### config.mk
export PLATFORM = sky130hd
export DESIGN_NAME = cla_adder64
export DESIGN_NICKNAME = d
export VERILOG_FILES = /design/src/rtl/cla_pkg.sv /design/src/rtl/cla_slice.sv /design/src/rtl/cla_unit.sv /design/src/rtl/cla_adder64.sv
export SDC_FILE = /design/constraint.sdc
export NUM_CORES = 1
export LEC_CHECK = 0
export CAP_MARGIN = 20
export CORE_MARGIN = 5
export CORE_UTILIZATION = 37
export DETAILED_ROUTE_END_ITERATION = 10
export GPL_TIMING_DRIVEN = 0
export PLACE_DENSITY = 0.91
export SYNTH_ARGS = -nofsm -noshare
export SYNTH_HDL_FRONTEND = slang
export SYNTH_SLANG_ARGS = --single-unit
### constraint.sdc
create_clock -name vclk -period 6.35
set_input_delay 1.27 -clock vclk [all_inputs]
set_output_delay 1.27 -clock vclk [all_outputs]
set_load 0.02 [all_outputs]
### src/rtl/cla_pkg.sv
// Package: cla_pkg
// Shared sizing for the carry look-ahead tree.
// Assumes every look-ahead unit serves exactly four groups.
package cla_pkg;
    localparam int GROUPS = 4;
    typedef logic [GROUPS-1:0] gp_vec_t;
endpackage

### src/rtl/cla_slice.sv
// Module: cla_slice
// One adder group of SLICE_W bits. It adds a and b with a supplied carry-in.
// It reports active-low generate and propagate for the whole group.
// Assumes propagate means every bit pair differs (a XOR b all ones).
module cla_slice #(
    parameter int SLICE_W = 4
) (
    input  logic [SLICE_W-1:0] a,
    input  logic [SLICE_W-1:0] b,
    input  logic               c_in,
    output logic [SLICE_W-1:0] sum,
    output logic               gen_n,
    output logic               prop_n
);
    // Ripple add inside the narrow group only
    always_comb begin
        logic c;
        c = c_in;
        for (int i = 0; i < SLICE_W; i++) begin
            sum[i] = a[i] ^ b[i] ^ c;
            c      = (a[i] & b[i]) | ((a[i] ^ b[i]) & c);
        end
    end

    // Group generate and propagate, independent of c_in
    always_comb begin
        logic gt;
        gt = 1'b0;
        for (int i = 0; i < SLICE_W; i++) begin
            gt = (a[i] & b[i]) | ((a[i] ^ b[i]) & gt);
        end
        gen_n  = ~gt;
        prop_n = ~(&(a ^ b));
    end
endmodule

### src/rtl/cla_unit.sv
// Module: cla_unit
// Four-group carry anticipation unit. Generate and propagate are active-low.
// Carries are active-high. The block outputs can feed an identical unit above.
// Assumes inputs are settled; no clock, no reset.
module cla_unit
    import cla_pkg::*;
(
    input  gp_vec_t    gen_n,
    input  gp_vec_t    prop_n,
    input  logic       c_in,
    output logic [2:0] c_grp,
    output logic       blk_gen_n,
    output logic       blk_prop_n
);
    gp_vec_t g;
    gp_vec_t p;

    // Convert to true polarity
    always_comb begin
        g = ~gen_n;
        p = ~prop_n;
    end

    // Flat sum-of-products carries into groups 1..3
    always_comb begin
        c_grp[0] = g[0] | (p[0] & c_in);
        c_grp[1] = g[1] | (p[1] & g[0]) | (p[1] & p[0] & c_in);
        c_grp[2] = g[2] | (p[2] & g[1]) | (p[2] & p[1] & g[0])
                 | (p[2] & p[1] & p[0] & c_in);
    end

    // Block generate and propagate for the next level, active-low
    always_comb begin
        blk_prop_n = ~(&p);
        blk_gen_n  = ~(g[3] | (p[3] & g[2]) | (p[3] & p[2] & g[1])
                     | (p[3] & p[2] & p[1] & g[0]));
    end
endmodule

### src/rtl/cla_adder64.sv
// Module: cla_adder64
// Two-level look-ahead adder over GROUPS*GROUPS slices of SLICE_W bits.
// The default is 64 bits. Four first-level units serve the slices.
// One second-level unit supplies their carry-ins.
// Purely combinational; no clock or reset.
module cla_adder64
    import cla_pkg::*;
#(
    parameter int SLICE_W = 4
) (
    input  logic [SLICE_W*GROUPS*GROUPS-1:0] a,
    input  logic [SLICE_W*GROUPS*GROUPS-1:0] b,
    input  logic                             cin,
    output logic [SLICE_W*GROUPS*GROUPS-1:0] sum,
    output logic                             cout
);
    localparam int SLICES = GROUPS * GROUPS;
    localparam int WIDTH  = SLICE_W * SLICES;

    logic [SLICES-1:0] sl_g_n;
    logic [SLICES-1:0] sl_p_n;
    logic [SLICES-1:0] sl_cin;
    gp_vec_t           l1_g_n;
    gp_vec_t           l1_p_n;
    logic [GROUPS-1:0] l1_cin;
    logic              top_g_n;
    logic              top_p_n;

    // Adder slices
    for (genvar s = 0; s < SLICES; s++) begin : g_slice
        cla_slice #(.SLICE_W(SLICE_W)) u_slice (
            .a      (a[s*SLICE_W +: SLICE_W]),
            .b      (b[s*SLICE_W +: SLICE_W]),
            .c_in   (sl_cin[s]),
            .sum    (sum[s*SLICE_W +: SLICE_W]),
            .gen_n  (sl_g_n[s]),
            .prop_n (sl_p_n[s])
        );
    end

    // First-level units, one per four slices
    for (genvar j = 0; j < GROUPS; j++) begin : g_lvl1
        assign sl_cin[j*GROUPS] = l1_cin[j];
        cla_unit u_l1 (
            .gen_n      (sl_g_n[j*GROUPS +: GROUPS]),
            .prop_n     (sl_p_n[j*GROUPS +: GROUPS]),
            .c_in       (l1_cin[j]),
            .c_grp      (sl_cin[j*GROUPS+1 +: GROUPS-1]),
            .blk_gen_n  (l1_g_n[j]),
            .blk_prop_n (l1_p_n[j])
        );
    end

    // Second-level unit across the four first-level blocks
    assign l1_cin[0] = cin;
    cla_unit u_l2 (
        .gen_n      (l1_g_n),
        .prop_n     (l1_p_n),
        .c_in       (cin),
        .c_grp      (l1_cin[GROUPS-1:1]),
        .blk_gen_n  (top_g_n),
        .blk_prop_n (top_p_n)
    );

    // Word carry-out from the top block terms
    always_comb cout = ~top_g_n | (~top_p_n & cin);

    initial begin
        if (WIDTH != $bits(a)) $display("width mismatch");
    end
endmodule

==> flow_summary.ini <==
[yosys]
yosysMostFrequentCell = ha_1
synth_area_per_cell_sq_um = 10.6
synth_common_cells = 64 x ha_1, 48 x fa_1, 22 x a21oi_1
syn-num-nets = 500
seq_area_frac_synth_pct = 0
synth_top_family_by_area = adder cells
synth_compound_area_share_pct = 17.3
synth-simple-area-share_pct = 11.4
yosys.area.top_type_share_pct = 35.1
ys.warnings.count = 0
synth-xor-area-share_pct = 5.11
syn_area_sq_mm = 0.00274
yosys.area.top_type = fa_1
synth_cells = 259
muxShareOfSynthArea_pct = 0
synthAdderAreaFrac_pct = 64.3
synth_area_leaders = fa_1 35%, ha_1 29%, xor2_1 5.1%, a21oi_1 4.0%, nand4_1 2.3%
synthDistinctLibCells = 45

[drt]
drt_pre_antenna_iters = 6
drc = 0
met1_length_mm = 2.95
viasPerCell = 5.25
via_count = 2911
wl_per_cell_um = 17.2
met3_length_mm = 1.00
route.met2.wl_mm = 5.16
highest_layer = met4
ant_nets = 0
wirelength_mm = 9.51
drt_iter0_markers = 48

[layout]
seqCellArea_sq_um = 0
n_sequential_cell = 0
final_nets = 698
diodes = 0
final_layout_size_suffix_gt1_share_pct = 7.69
nClkBuffers = 0
stdcell_area_sq_mm = 0.00482
syn2layout_area_growth_pct = 75.7
fill_cells = 565

[pwr]
p_per_area_mw_per_mm2 = 124
p_leak_nw = 2.11
ir_drop_v = 0.0000697

[placed_design]
placed_area_sq_mm = 0.00481
portBuffers = 194
dp_hpwl_mm = 8.90
routabilityCongestion = 0.903
pre_cts_ws_ns = -0.486

[min_path]
whs_endpoint = sum[63]
worstHoldStart = b[63]
hp-class = in2out
hold_depth = 4

[critical_path]
critical_path_peak_fanout = 4
critPathArrivalTime_ns = 4.92
cp_data_required_time_ns = 5.08
cp-end-kind = output pin
cp-start-kind = primary input
critPathKind = in2out
cp_common_cell = fa_1
path_cells = clkdlybuf4s50_1 > ha_1 > a21oi_1 > o21ai_0 > a221oi_2 > o221ai_2 > o21ai_4 > o31ai_4 > a21bo_1 > fa_1 > fa_1 > fa_1 > xor2_1 > buf_4
crit_path_top_delay_cell = clkdlybuf4s50_1
cpPeakStageDelay_ns = 0.46

[grt]
track_usage_pct = 19.9
grt_antenna_before_repair = 0
grt_max_degree = 6
grt_pass1_vias = 3211
grt_pass1_wl_mm = 14.7
grt_overflow = 0

[floorplan]
fp.dieW_um = 96.1
num_rows = 31
dieHeight_um = 96.1
start_util_pct = 38.0
core_area_sq_mm = 0.00721
die-area_sq_mm = 0.00923
pin_count = 194

[timing]
min_period_ns = 6.19
whs_ns = 3.36
fmax_mhz = 162
final_max_slew_viol_count = 0
relSlewSlack_pct = 68.9
worst_slack_ns = 0.165
finalCritPeriodShare_pct = 97.4
tightest_slew_ns = 0.462
rsz0062_at_grt = no
hold_violations = 0
setup_viol = 0
finalSetupTns_ns = 0

[clock_network]
cts_hold_buffers = 0

[status]
status = complete, no violations

[run]
drv_cap = 0
[per-stage QoR]
step,utilization (%),power (mW),std cells
6_report,66.8,0.597,554
5_1_grt,66.8,0.649,554
4_1_cts,66.4,0.599,552
3_5_place_dp,66.6,0.616,552
3_3_place_gp,66.6,0.596,552
2_1_floorplan,-,0.323,259
[where the power goes]
part / switching (mW) / total (mW) / internal, mW
clock network: 0 / 0 / 0
logic: 0.303 / 0.597 / 0.294
registers: 0 / 0 / 0
total: 0.303 / 0.597 / 0.294
[kinds of logic (layout without fill, tap and decap cells)]
logic type,after synthesis,in the layout
buffers and inverters,14,210
xor gates and xnor gates,16,16
AOI/OAI and AO/OA,67,67
adders and majority gates,112,112
and+or+nand+nor,50,50
[worst max path at each step]
stage	from	end	slack (ns)
after floorplan	a[1]	sum[31]	0.70
after global placement	a[29]	sum[55]	-0.46
after detailed placement	a[29]	sum[55]	-0.49
after CTS	a[1]	sum[55]	-0.04
after global routing	a[29]	sum[55]	0.001
final	a[25]	sum[55]	0.16
[area by class of cell]
type | count | area (sq um) | share of cell area [%]
multi-input cells | 245 | 2730 | 56.7
repair buffers | 196 | 1910 | 39.6
well taps | 99 | 124 | 2.57
inverters | 14 | 52.6 | 1.09
[per-layer routing]
layer | vias up | global-route usage [%]
li1 | 1373 | -
met1 | 1359 | 19.5
met2 | 147 | 39.0
met3 | 32 | 5.39
met4 | 0 | 7.35
met5 | - | 0
[critical path: cells and delay by family]
kind	cells	cell delay [ns]
XOR/XNOR	1	0.17
AO/OA/AOI/OAI	7	1.35
adder cells (fa/ha/maj)	4	1.49
buffers and inverters	2	0.62
[timing repair]
action,4_1_cts,5_1_grt
hold endpoints to repair,0,0
pin swaps,1,13
endpoints found under the setup margin,24,27
gates cloned,0,0
gates resized for setup,40,37
buffers inserted,0,2
[layout by cell type, fill, tap and decap left out, types with 2 or more instances in the layout]
master,count
a211oi_1,2
a21o_1,5
a21oi_1,20
a21oi_2,2
a221oi_2,3
and4_1,6
buf_2,3
buf_4,7
clkbuf_2,5
clkdlybuf4s15_1,3
clkdlybuf4s50_1,167
dlygate4sd2_1,6
dlymetal6s2s_1,5
fa_1,47
ha_1,63
inv_1,13
nand2_1,10
nand2b_1,2
nand3_1,2
nand4_1,10
nor2_1,7
nor3_1,2
nor4_1,2
o21ai_0,11
o21ai_1,5
o21ai_4,2
o21bai_1,2
or2_2,2
xor2_1,16
(Power assumes the default switching activity.)
